[src/rtl/if_gate_counter.sv]
module if_gate_counter #(
  parameter int CNT_W = 20
) (
  input  logic             clk,
  input  logic             rst_n,
  input  logic             if_in,
  input  logic             meas_en,
  input  logic [1:0]       gate_sel,
  input  logic             inhibit,
  input  logic             ms_tick,
  output logic [CNT_W-1:0] count_o,
  output logic             done_o
);

  localparam int TMR_W = 7;
  localparam logic [CNT_W-1:0] CNT_MAX = '1;

  typedef enum logic [1:0] {S_IDLE, S_WAIT, S_COUNT, S_DONE} state_t;

  state_t           state_q;
  logic [2:0]       sync_q;
  logic [1:0]       gate_q;
  logic [TMR_W-1:0] timer_q;
  logic [CNT_W-1:0] cnt_q;
  logic [TMR_W-1:0] wait_len, win_len;
  logic             if_rise;

  assign if_rise  = sync_q[1] & ~sync_q[2];
  assign wait_len = gate_q[1] ? TMR_W'(8) : TMR_W'(4);
  assign count_o  = cnt_q;
  assign done_o   = (state_q == S_DONE);

  always_comb begin
    case (gate_q)
      2'b00:   win_len = TMR_W'(4);
      2'b01:   win_len = TMR_W'(8);
      2'b10:   win_len = TMR_W'(32);
      default: win_len = TMR_W'(64);
    endcase
  end

  always_ff @(posedge clk or negedge rst_n) begin
    if (!rst_n) sync_q <= '0;
    else        sync_q <= {sync_q[1:0], if_in};
  end

  always_ff @(posedge clk or negedge rst_n) begin
    if (!rst_n) begin
      state_q <= S_IDLE;
      gate_q  <= '0;
      timer_q <= '0;
      cnt_q   <= '0;
    end else if (inhibit || !meas_en) begin
      state_q <= S_IDLE;
      timer_q <= '0;
      cnt_q   <= '0;
    end else begin
      case (state_q)
        S_IDLE: begin
          state_q <= S_WAIT;
          gate_q  <= gate_sel;
          timer_q <= '0;
          cnt_q   <= '0;
        end
        S_WAIT: if (ms_tick) begin
          if (timer_q == wait_len - 1'b1) begin
            state_q <= S_COUNT;
            timer_q <= '0;
          end else begin
            timer_q <= timer_q + 1'b1;
          end
        end
        S_COUNT: begin
          if (if_rise && cnt_q != CNT_MAX) cnt_q <= cnt_q + 1'b1;
          if (ms_tick) begin
            if (timer_q == win_len - 1'b1) state_q <= S_DONE;
            else                           timer_q <= timer_q + 1'b1;
          end
        end
        default: ;
      endcase
    end
  end

  AST_STOP_CLEARS: assert property (@(posedge clk) disable iff (!rst_n)
    !meas_en |=> (count_o == '0 && !done_o));

  AST_WAIT_NO_COUNT: assert property (@(posedge clk) disable iff (!rst_n)
    (state_q == S_WAIT) |=> (count_o == '0));

  AST_DONE_ON_TICK: assert property (@(posedge clk) disable iff (!rst_n)
    $rose(done_o) |-> $past(ms_tick));

  AST_DONE_HOLD: assert property (@(posedge clk) disable iff (!rst_n)
    (done_o && meas_en && !inhibit) |=> (done_o && $stable(count_o)));

  AST_NO_OVERFLOW: assert property (@(posedge clk) disable iff (!rst_n)
    (count_o == CNT_MAX && (state_q == S_COUNT || done_o) && meas_en && !inhibit)
      |=> (count_o == CNT_MAX));

  AST_INHIBIT_CLEARS: assert property (@(posedge clk) disable iff (!rst_n)
    inhibit |=> (count_o == '0 && !done_o));

endmodule

[config.mk]
export PLATFORM = sky130hd
export DESIGN_NAME = if_gate_counter
export DESIGN_NICKNAME = d
export VERILOG_FILES = /design/src/rtl/if_gate_counter.sv
export SDC_FILE = /design/constraint.sdc
export NUM_CORES = 1
export LEC_CHECK = 0
export ABC_CLOCK_PERIOD_IN_PS = 2300
export BUFFER_PORTS_ARGS = -buffer_cell sky130_fd_sc_hd__buf_2
export CORE_MARGIN = 5
export CORE_UTILIZATION = 32
export DETAILED_ROUTE_END_ITERATION = 8
export SLEW_MARGIN = 10
export SYNTH_ARGS = -nofsm -noshare
export SYNTH_HDL_FRONTEND = slang
export SYNTH_SLANG_ARGS = --single-unit
export TNS_END_PERCENT = 30
[constraint.sdc]
create_clock -name clk -period 2.3 [get_ports clk]
set_input_delay 0.345 -clock clk [delete_from_list [all_inputs] [get_ports clk]]
set_output_delay 0.345 -clock clk [all_outputs]
set_load 0.05 [all_outputs]
== Yosys cells after proc, flatten, opt, wreduce, memory -nomap -nowiden ==
Cells that the tools add are included.
Storage, ports and cells
  output and inout port bits: 21
  logic and storage cells: 54
  bits of input ports: 8
  register bits: 34
Operators by class
  eq/ne operators: 14
  add/subtract/negate cells: 4
  multiplexer cells: 17
  bitwise logic cells: 3
  reduce and logical (&&, ||, !) cells: 11
Operator list (count)
  $pmux W7 S3: 2
  $mux W20: 2
  $pmux W20 S2: 1
  $mux W7: 5
  $add A20 B1 Y20 const B: 1
  $ne A20 B20 Y1 const B: 1
  $ne A3 B3 Y1 const B: 6
  $eq A7 B7 Y1: 2
  $mux W2: 5
  $add A7 B1 Y7 const B: 1
  $sub A7 B1 Y7 const B: 1
  $eq A2 B2 Y1 const B: 3
  $pmux W2 S3: 1
  $reduce_and A5 Y1: 1
  $sub A4 B1 Y5 const B: 1
  $eq A2 B1 Y1 const B: 2
  $logic_not A2 Y1: 2
  $mux W4: 1
  $reduce_and A2 Y1: 2
  $reduce_and A4 Y1: 1
  $reduce_bool A4 Y1: 1
  $reduce_bool A3 Y1: 1
  $not A1 Y1: 2
  $and A1 B1 Y1: 1
  3 further kinds: 3

== Longest topological paths before layout ==
Gate-level depths: netlist of the first run.
  depth after elaboration: 8
  mapped depth: 9

== Worst setup path before layout of the first run ==
No wires, ideal clock.
  kind: reg2reg
  start point: register cnt_q[1], in the netlist count_o[1]
  end point: register cnt_q[0], in the netlist count_o[0]
  arrival time: 1.920 ns
  library setup time: 0.125 ns
  period minus slack after synthesis: 2.044 ns
  stages on the path, launching flop included: 8
  path slack: 0.256 ns
  cell sequence: dfrtp_1 > ha_1 > and3_1 > nand4_4 > nor2_2 > buf_6 > nor2_1 > mux2_2
On the way
  cells in the longest elaborated chain, start to end: 4
RTL lines
  from (decl): line 24  | logic [CNT_W-1:0] cnt_q;
  from (signal assigned): line 74  | if (if_rise && cnt_q != CNT_MAX) cnt_q <= cnt_q + 1'b1;
  $ne A20 B20 Y1: line 74
  $logic_and A1 B1 Y1: line 74
  $ne A3 B3 Y1 (no source line)
  $reduce_and A2 Y1 (no source line)
No other way between the ends.
A chain may end at the register's enable or synchronous reset.

== Worst setup path after layout of the first run ==
  start point: register timer_q[0]
  end point: register timer_q[3]
On the way
  cells in the longest elaborated chain, start to end: 5
  elaborated cells between the ends (all ways): 11
  classes of those cells: add/sub (1); eq/ne (3); mux (6); reduce/logical (1)
RTL lines
  from (decl): line 23  | logic [TMR_W-1:0] timer_q;
  from (signal assigned): line 70  | timer_q <= timer_q + 1'b1;
  from (signal assigned): line 77  | else timer_q <= timer_q + 1'b1;
  $add A7 B1 Y7 / $eq A7 B7 Y1 (equally long branches): line 70, 77, 66
  $mux W7, on equally long branches: line 76, 66
  $mux W7, on equally long branches: line 75, 65
  $pmux W7 S3: line 58  | case (state_q)
  $mux W7: line 53  | end else if (inhibit || !meas_en) begin
Several ways; a longest one is shown, not always the timed one. The select of a mux whose other input is x is not followed.

==> results of run 1 <==
worst max-delay path, delay by kind of cell (launching register included):
kind            cells  cell delay [ns]
compound gates      2             0.58
fa+ha+maj           1             0.23
flops               1             0.38
simple gates        3             0.77
per-stage QoR:
stage	hold WS [ns]	cells	power [W]	setup WS (ns)
6_report	0.115	345	0.00123	0.203
5_1_grt	0.156	345	0.00129	0.0321
4_1_cts	0.143	345	0.00125	0.0844
3_5_place_dp	0.339	338	0.000812	0.111
3_3_place_gp	0.342	338	0.000811	0.201
2_1_floorplan	0.0494	240	0.000759	0.256
final cells by class:
| type | count | area share (%) |
|---|---|---|
| Inverter | 9 | 1.38 |
| Tap cell | 77 | 3.94 |
| Clock buffer | 7 | 3.12 |
| Sequential cell | 34 | 34.8 |
| Timing Repair Buffer | 33 | 7.26 |
| Multi-Input combinational cell | 185 | 49.5 |
routing by layer:
metal	vias up	track usage, %	share of wire [%]
met5	-	0	0
met4	0	5.82	2.0
met3	12	3.76	6.2
met2	63	21.2	45
met1	936	17.1	46
li1	967	-	-
flip-flops by register name, summed over array words and instances, names as in the netlist:
name,count
count_o,20
sync_q,3
state_q,2
timer_q,7
gate_q,2
kinds of logic (layout without fill, tap and decap cells):
kind of cell | count (synthesis) | count (layout) | share of synthesized area, %
XOR/XNOR | 1 | 1 | 0.408
flip-flops | 34 | 34 | 39.6
AND/OR/NAND/NOR | 113 | 113 | 29.4
buffers and inverters | 21 | 49 | 4.31
multiplexers | 6 | 6 | 2.97
AO/OA/AOI/OAI | 58 | 58 | 19.3
adder cells (fa/ha/maj) | 7 | 7 | 4.07
placed cells by master, fill, tap and decap left out, types with 3 or more instances in the layout:
master    netlist  routed
clkbuf_8        0       5
a22oi_1         4       4
o211ai_1        7       7
nand2b_1        5       5
and4_1          6       6
a31oi_1         3       3
dfrtp_1        34      34
ha_1            7       6
o22ai_1         3       3
a21oi_1        11      11
o311ai_0        4       4
nand2_1        30      29
or4_1           6       6
nand4_1         6       6
buf_4           0       5
buf_2           5      28
and3_1          6       6
or3_1           3       3
o31ai_1         5       5
mux2_2          3       3
o21ai_0         8       8
mux2i_1         3       3
inv_1           9       9
nor4_1          5       5
nor3_1          5       5
nor2_1          9       9
nand3_1        19      19
power by group through the flow:
stage               combinational, W  clock [W]  sequential (W)
detailed placement          0.000168          0        0.000644
finish                      0.000169   0.000424        0.000634
global placement            0.000167          0        0.000644
floorplan                   0.000118          0        0.000641
global route                0.000190   0.000463        0.000635
CTS                         0.000169   0.000449        0.000633
how the worst max path moves through the flow:
stage               startpoint     endpoint  slack (ns)  depth (start not counted)
floorplan           count_o[1]   count_o[0]        0.26                          7
global placement    state_q[0]  count_o[13]        0.20                          7
detailed placement  state_q[0]  count_o[13]        0.11                          7
CTS                 state_q[0]  count_o[13]        0.08                          7
global route        timer_q[0]   timer_q[0]        0.03                          6
finish              timer_q[0]   timer_q[3]        0.20                          6
==> metrics.md, run 1 <==
| Metric | Value |
|---|---|
| CP max FO | `4` |
| Setup TNS | `0 ns` |
| Clock power frac | `between 30% and 40%` |
| Placed wire-length estimate | `between 3000 and 4000 µm` |
| RSZ-0062 raised after global routing | `false` |
| Crit share post-route | `around 91%` |
| Crit path DAT | `between 2 and 2.5 ns` |
| Storage element area | `about 850 µm²` |
| Hold buffers post-CTS | `0` |
| Wirelength per Cell | `~15 µm` |
| Max clock buf depth | `2` |
| Mapped Nets | `approximately 260` |
| Ant diodes | `0` |
| Via Count | `between 1500 and 2000` |
| Status | `finished clean` |
| R2R Setup Slk | `roughly 0.2 ns` |
| Combinational share of power | `roughly 14%` |
| Fin. Hold Viols | `0` |
| Maximum clock rate | `477 MHz` |
| Sequential share of the synthesized area | `39.6%` |
| R2R depth | `6` |
| Starting Density | `33.3%` |
| Number of enable flip-flop cells after synthesis | `0` |
| Int Power | `0.000889 W` |
| Seq pwr share | `51.7%` |
| Area growth syn-to-layout | `13.8%` |
| R2r endpoint | `timer_q[3]` |
| Switching share of power | `between 20 and 30%` |
| Vias in the first global route | `between 1500 and 2000` |
| Mapped Avg Cell Area | `approximately 9 µm²` |
| Die X | `92.0 µm` |
| Cell taking the most area after synthesis | `dfrtp_1` |
| Multi-input logic area | `around 1200 µm²` |
| R2r startpoint | `timer_q[0]` |
| Most common flop cell mapped by yosys | `dfrtp_1` |
| Die area | `around 8500 µm²` |
| Post-CTS sizing | `0` |
| DR DRC count | `0` |
| Grt ovf | `0` |
| Maxcap violations | `0` |
| # nets final | `283` |
| Worst-Skew Late Latency | `between 0.2 and 0.3 ns` |
| # setup viols final | `0` |
| Sink Count | `34` |
| Largest net degree at the start of global routing | `35` |
| Hold WC Path Type | `in2async` |
| WL final | `between 5000 and 6000 µm` |
| Share of the synthesized area in the top cell type | `between 30% and 40%` |
| Async set-reset flop share out of synthesis | `100%` |
| Top cells by area, synth | `dfrtp_1, nand2_1, nand3_1` |
| Cell chosen for the clock root | `clkbuf_8` |
| Post-CTS setup buffer count | `0` |
| Peak supply drop | `approximately 0.00021 V` |
| Worst Path Required | `2.45 ns` |
| CORE AREA | `6460 µm²` |
| LEAKAGE | `roughly 1.0 nW` |
| Initial DRT Pass Iterations | `4` |
| Post-DRT Antenna Nets | `0` |
| Psw | `~0.00034 W` |
| Power per cell area | `between 500 and 600 nW/µm²` |
| I/O Pins | `29` |
| Vias/cell | `5.73` |
| TritonCTS clock tree | `yes` |
| Number of synthesized register bits | `34` |
| Layout fillers | `roughly 660` |
| Critical path's slowest cell | `nor4_1` |
| Worst Setup End Kind | `flip-flop` |
| Fin crit period | `around 2.1 ns` |
| Initial antenna violation count | `0` |
| Die height | `around 92 µm` |
| Fin area | `~2400 µm²` |
| Slew Limit Fails | `0` |
| Synth top cells by count | `dfrtp_1, nand2_1, nand3_1, a21oi_1` |
| Worst Setup Start Kind | `flip-flop` |
| Cell Area, Synth | `2150 µm²` |
| Worst Max-Slew Pin Slew | `0.755 ns` |
| RD Place Congestion | `approximately 0.84` |
| GRT Overall Usage | `about an eighth` |
| First-pass GRT wire length | `between 9000 and 10000 µm` |
| CTS clk-pin slew, worst paths | `0.07 ns` |
| Iteration-0 DRC Markers | `99` |
| Port bufs | `28` |
| Worst path max stage delay | `around 0.47 ns` |
| Final core area utilization | `37.9%` |
| Post-DP Area | `2360 µm²` |
| WS Path Type | `reg2reg` |
| Synth warn | `0` |
| Netlist cell types | `50` |
| Post-synthesis cell count | `between 200 and 250` |
| Most numerous cell in the Yosys netlist | `dfrtp_1` |
| CTS buffer count | `5` |
| FP Rows | `29` |
| Worst-path cell chain | `ha_1, nand2b_1, nor4_1, nor3_1, o21ai_0, o22ai_1` |
| Share of layout cells above drive strength 1 | `about a fifth` |
| Worst Clk Skew | `roughly 0.0088 ns` |
| H-tree lvl count | `2` |
| Max_slew headroom | `between 40 and 50%` |
(Power assumes the default switching activity.)
==> run 2: changes to the inputs <==
- CTS_CLUSTER_SIZE: unset -> 40
- REMOVE_ABC_BUFFERS: unset -> 1
==> run 2 against run 1 <==
  * Flip-flop and latch count stayed put
  * Hold slack better by 0.013 ns
  * Register-to-register slack worse by 0.03 ns
  * Sequential share of layout area is 0.42 points lower
  * Combinational power hardly changed
  * Cell area is 1.2% higher
  * Die area stayed put
  * Wire length is 1.0% higher
  * Largest cell class unchanged
  * Highest routed layer unchanged
==> metrics.md, run 2 (synthesis gave the netlist of run 1 again) <==
| Metric | Value |
|---|---|
| RD Place Congestion | `0.864 (+3.1%)` |
| Vias/cell | `5.71 (-0.39%)` |
| FP Rows | `29 (unchanged)` |
| CP top delay family | `simple AND/OR/NAND/NOR gates` |
| LEAKAGE | `1.06 nW (+1.2%)` |
| I/O Pins | `29 (unchanged)` |
| Crit share post-route | `92.7% (+1.5 points)` |
| Peak supply drop | `0.000247 V (+19%)` |
| Maximum clock rate | `469 MHz (-1.6%)` |
| Met1 usage | `18.0% (+0.90 points)` |
| Max_slew headroom | `49.0% (-0.75 points)` |
| Worst Setup End Kind | `flip-flop` |
| Worst Max-Slew Pin Slew | `0.766 ns (+0.0112 ns)` |
| TritonCTS clock tree | `yes` |
| Critical path's slowest cell | `or3_1` |
| Met2 Usage GRT | `21.7% (+0.55 points)` |
| Post-DRT Antenna Nets | `0 (unchanged)` |
| Maxcap violations | `0 (unchanged)` |
| # setup viols final | `0 (unchanged)` |
| First-pass GRT wire length | `9360 µm (+1.7%)` |
| RSZ-0062 raised after global routing | `false` |
| Worst setup endpoint | `timer_q[6]` |
| Fin. Hold Viols | `0 (unchanged)` |
| Initial DRT Pass Iterations | `4 (unchanged)` |
| WS Path Type | `reg2reg` |
| R2R depth | `6 (unchanged)` |
| Placed wire-length estimate | `3780 µm (+0.17%)` |
| Via Count | `1976 (-0.10%)` |
| CTS clk-pin slew, worst paths | `0.07 ns (about the same)` |
| Die area | `8460 µm² (unchanged)` |
| Buffers & Inverters on Critical Path | `1 (+1)` |
| Initial antenna violation count | `0 (unchanged)` |
| Most common cell after layout, fill and taps aside | `dfrtp_1` |
| Status | `finished clean` |
| R2R Setup Slk | `0.17 ns (-0.03 ns)` |
| Hold WC Path Type | `in2async` |
| Port bufs | `28 (unchanged)` |
| Total stage count of the critical path | `6 (unchanged)` |
| Hold buffers post-CTS | `0 (unchanged)` |
| Ant diodes | `0 (unchanged)` |
| Worst-Skew Late Latency | `0.29 ns (about the same)` |
| H-tree lvl count | `2 (unchanged)` |
| CORE AREA | `6460 µm² (unchanged)` |
| R2r startpoint | `state_q[0]` |
| Tot Pwr | `0.00135 W (+10%)` |
| Cell chosen for the clock root | `clkbuf_8` |
| Share of layout cells above drive strength 1 | `19.3% (+0.30 points)` |
| CP max FO | `9 (+5)` |
| Sink Count | `34 (unchanged)` |
| Commonest non-fill, non-tap cells in the layout | `dfrtp_1, nand2_1, buf_2, nand3_1, a21oi_1` |
| Area growth syn-to-layout | `15.2%` |
| Die height | `92.0 µm (unchanged)` |
| Setup TNS | `0 ns (unchanged)` |
| CTS buffer count | `5 (unchanged)` |
| WL final | `5400 µm (+1.0%)` |
| Starting Density | `33.3% (unchanged)` |
| Grt ovf | `0 (unchanged)` |
| Iteration-0 DRC Markers | `154 (+56%)` |
| Max clock buf depth | `2 (unchanged)` |
| Worst Path Required | `2.48 ns (+0.03 ns)` |
| Setup crit start | `state_q[0]` |
| Power per cell area | `547 nW/µm² (+9.1%)` |
| Largest net degree at the start of global routing | `35 (unchanged)` |
| Vias in the first global route | `1912 (-1.4%)` |
| Final core area utilization | `38.3% (+0.47 points)` |
| Worst-path cell chain | `inv_1, ha_1, nand2_1, or3_1, and3_1, a311o_1` |
| Wirelength per Cell | `15.6 µm (+0.72%)` |
| R2r endpoint | `timer_q[6]` |
| Die X | `92.0 µm (unchanged)` |
| DR DRC count | `0 (unchanged)` |
| Hold Slack | `0.128 ns (+0.0127 ns)` |
| Layout fillers | `655 (-0.46%)` |
| Max reg flops | `20 (unchanged)` |
| Met3 GRT Util | `3.76% (unchanged)` |
| Worst Clk Skew | `0.00647 ns (-0.00229 ns)` |
| Fin crit period | `2.13 ns (+0.0344 ns)` |
| Slew Limit Fails | `0 (unchanged)` |
| Busiest layer in global routing | `met2` |
| GRT Overall Usage | `13.6% (+0.18 points)` |
| Worst path max stage delay | `0.51 ns (+0.04 ns)` |
| # nets final | `283 (unchanged)` |
| Crit path DAT | `2.31 ns (+0.06 ns)` |
| Worst Setup Start Kind | `flip-flop` |
[run 2: changes by cell type in the layout (fill, tap and decap cells not counted), sizes merged]
| cell | change |
|---|---|
| clkbuf | -1 |
| bufinv | +1 |
| clkinvlp | +1 |
[run 2: worst reg2reg max path: stages, from the launching register on]
cell	delay, ns
dfrtp_1	0.43
inv_1	0.10
ha_1	0.33
nand2_1	0.14
or3_1	0.51
and3_1	0.21
a311o_1	0.31
[run 2: stage by stage]
stage | instance area (µm²) | std cells | setup WS, ns
global route | 2480 | 346 | 0.0299
global placement | 2360 | 338 | 0.238
CTS | 2470 | 346 | 0.143
finish | 2480 | 346 | 0.168
floorplan | 2090 | 228 | 0.0132
detailed placement | 2360 | 338 | 0.175
[run 2: how the worst min path moves through the flow]
stage | end | slack [ns] | cells past startpoint
2_1_floorplan | count_o[0] | 0.05 | 0
3_3_place_gp | sync_q[1] | 0.34 | 0
3_5_place_dp | sync_q[1] | 0.34 | 0
4_1_cts | sync_q[0] | 0.14 | 1
5_1_grt | sync_q[0] | 0.14 | 1
6_report | timer_q[4] | 0.13 | 1
[run 2: metal layers]
metal / vias up / share of wire (%)
met3: 5 / 6.0
met2: 55 / 46
met1: 947 / 47
met4: 0 / 0.89
li1: 969 / -
met5: - / 0
[run 2: power breakdown]
group / internal (W) / switching [W] / total (W)
logic: 0.0000639 / 0.000103 / 0.000167
clock network: 0.000323 / 0.000230 / 0.000554
registers: 0.000615 / 0.0000188 / 0.000634
[run 2: area by class of cell]
cell class / count / area (µm²) / area share [%]
Sequential cell: 34 / 851 / 34.4
Tap cell: 77 / 96.3 / 3.89
Inverter: 9 / 33.8 / 1.36
Multi-Input combinational cell: 185 / 1210 / 48.8
Clock inverter: 2 / 37.5 / 1.52
Clock buffer: 6 / 72.6 / 2.93
Timing Repair Buffer: 33 / 178 / 7.18
[run 2: repair_timing]
item                                    in CTS  in global routing
buffers inserted                             0                  0
endpoints found under the setup margin       0                  5
resized for setup                            0                  2
==> run 3: changes to the inputs <==
- ABC_CLOCK_PERIOD_IN_PS: 2300 -> 2600
- clock period: 2.3 -> 2.6 ns (I/O delays scaled with it)
==> run 3 against run 2 <==
  * Final cell count decreased by 0.87%
  * Flip-flop and latch count unchanged
  * Non-clock buffer count decreased by 3
  * Largest cell class unchanged
  * Critical path depth increased by 1
  * Die area unchanged
  * Wire length decreased by 2.3%
  * Sequential share of layout area increased by 0.60 points
  * First-iteration DRC count decreased by 45%
  * Combinational power decreased by 14%
  * Clock-buffer cell count increased by 1
  * Maximum frequency decreased by 6.5%
  * Highest routed layer unchanged
  * Register-to-register slack improved by 0.15 ns
==> metrics.md, run 3 (synthesis gave the netlist of run 1 again) <==
| Metric | Value |
|---|---|
| Setup WS post-layout | `0.321 ns (+0.152 ns)` |
| Placed wire-length estimate | `3740 µm (-1.0%)` |
| CTS clk-pin slew, worst paths | `0.07 ns (about the same)` |
| Tot Pwr | `0.00112 W (-17%)` |
| # setup viols final | `0 (unchanged)` |
| Worst-Skew Late Latency | `0.29 ns (about the same)` |
| Die height | `92.0 µm (unchanged)` |
| FP Rows | `29 (unchanged)` |
| Via Count | `1959 (-0.86%)` |
| Setup crit start | `state_q[0]` |
| Area growth syn-to-layout | `13.2%` |
| Power per cell area | `460 nW/µm² (-16%)` |
| H-tree lvl count | `2 (unchanged)` |
| Worst Setup Start Kind | `flip-flop` |
| Wirelength per Cell | `15.4 µm (-1.5%)` |
| Pre-CTS WS | `0.355 ns (+0.180 ns)` |
| First-pass GRT wire length | `9230 µm (-1.4%)` |
| Max clock buf depth | `2 (unchanged)` |
| Die area | `8460 µm² (unchanged)` |
| Post-CTS sizing | `0 (unchanged)` |
| CP max FO | `14 (+5)` |
| Peak supply drop | `0.000217 V (-12%)` |
| I/O Pins | `29 (unchanged)` |
| Setup TNS | `0 ns (unchanged)` |
| Die X | `92.0 µm (unchanged)` |
| Most common cell after layout, fill and taps aside | `dfrtp_1` |
| Commonest non-fill, non-tap cells in the layout | `dfrtp_1, nand2_1, buf_2, nand3_1, a21oi_1` |
| Vias in the first global route | `1921 (+0.47%)` |
| DR DRC count | `0 (unchanged)` |
| Worst Setup End Kind | `flip-flop` |
| WL final | `5270 µm (-2.3%)` |
| Cell chosen for the clock root | `clkbuf_8` |
| CORE AREA | `6460 µm² (unchanged)` |
| GRT Overall Usage | `13.3% (-0.29 points)` |
| Sink Count | `34 (unchanged)` |
| Post-CTS setup buffer count | `0 (unchanged)` |
| Worst Clk Skew | `0.00258 ns (-0.00389 ns)` |
| Initial antenna violation count | `0 (unchanged)` |
| # nets final | `280 (-1.1%)` |
| Ant diodes | `0 (unchanged)` |
| R2r startpoint | `state_q[0]` |
| Fin crit period | `2.28 ns (+0.148 ns)` |
| WS Path Type | `reg2reg` |
| Port bufs | `28 (unchanged)` |
| Status | `finished clean` |
| TritonCTS clock tree | `yes` |
| Maxcap violations | `0 (unchanged)` |
| Worst Path Required | `2.81 ns (+0.33 ns)` |
| Starting Density | `33.3% (unchanged)` |
| RD Place Congestion | `0.849 (-1.8%)` |
| Vias/cell | `5.71 (about the same)` |
| CTS buffer count | `5 (unchanged)` |
| Worst Max-Slew Pin Slew | `0.762 ns (-0.00358 ns)` |
| Grt ovf | `0 (unchanged)` |
| Share of layout cells above drive strength 1 | `18.0% (-1.3 points)` |
| Hold WC Path Type | `in2async` |
| Max reg flops | `20 (unchanged)` |
| LEAKAGE | `1.04 nW (-1.6%)` |
| RSZ-0062 raised after global routing | `false` |
| Initial DRT Pass Iterations | `4 (unchanged)` |
| Crit path DAT | `2.49 ns (+0.18 ns)` |
| Hold buffers post-CTS | `0 (unchanged)` |
| Max_slew headroom | `49.2% (+0.24 points)` |
| Post-DRT Antenna Nets | `0 (unchanged)` |
| Maximum clock rate | `439 MHz (-6.5%)` |
| Iteration-0 DRC Markers | `84 (-45%)` |
| Slew Limit Fails | `0 (unchanged)` |
| Crit share post-route | `87.7% (-5.0 points)` |
| Fin. Hold Viols | `0 (unchanged)` |
| Largest net degree at the start of global routing | `35 (unchanged)` |
[run 3: worst max-delay path, stage by stage (launching register included)]
cell and delay [ns]:
dfrtp_1 0.42, inv_1 0.08, ha_1 0.31, nand2b_1 0.23, nand3_2 0.18, nand2_1 0.32
or4_1 0.56, o211ai_1 0.09
[run 3: layer usage]
metal  up-vias  routed length [µm]  global-route usage, %
met2        45                2380                   20.6
met5         -                   0                      0
met4         0                  70                   4.83
met3         8                 208                   3.11
met1       945                2610                   18.0
li1        961                   -                      -
[run 3: path summary, 6_finish.rpt]
check / to / slack, ns / depth (start not counted)
max: count_o[13] / 0.32 / 7
min in group clk: sync_q[0] / 0.21 / 1
max in group asynchronous: count_o[2] / 1.95 / 1
max reg2reg: count_o[13] / 0.32 / 7
min reg2reg: sync_q[1] / 0.35 / 0
min: gate_q[1] / 0.17 / 1
[run 3: cell type report]
| cell class | count | area [µm²] |
|---|---|---|
| Fill cell | 655 | 4030 |
| Multi-Input combinational cell | 185 | 1210 |
| Sequential cell | 34 | 851 |
| Timing Repair Buffer | 30 | 155 |
| Tap cell | 77 | 96.3 |
| Clock buffer | 7 | 86.3 |
| Inverter | 9 | 33.8 |
| Clock inverter | 1 | 5.00 |
[run 3: through the flow]
stage	cell area [µm²]	hold WS, ns	cells	util [%]
floorplan	2090	0.0944	228	-
finish	2430	0.167	343	37.7
detailed placement	2340	0.335	335	36.3
global placement	2340	0.337	335	36.3
CTS	2430	0.199	343	37.7
global route	2430	0.197	343	37.7
[run 3: report_power, final]
part	switching (W)	internal (W)	leakage, nW
clock network	0.000203	0.000214	0.0482
logic	0.0000885	0.0000542	0.530
registers	0.0000167	0.000544	0.463
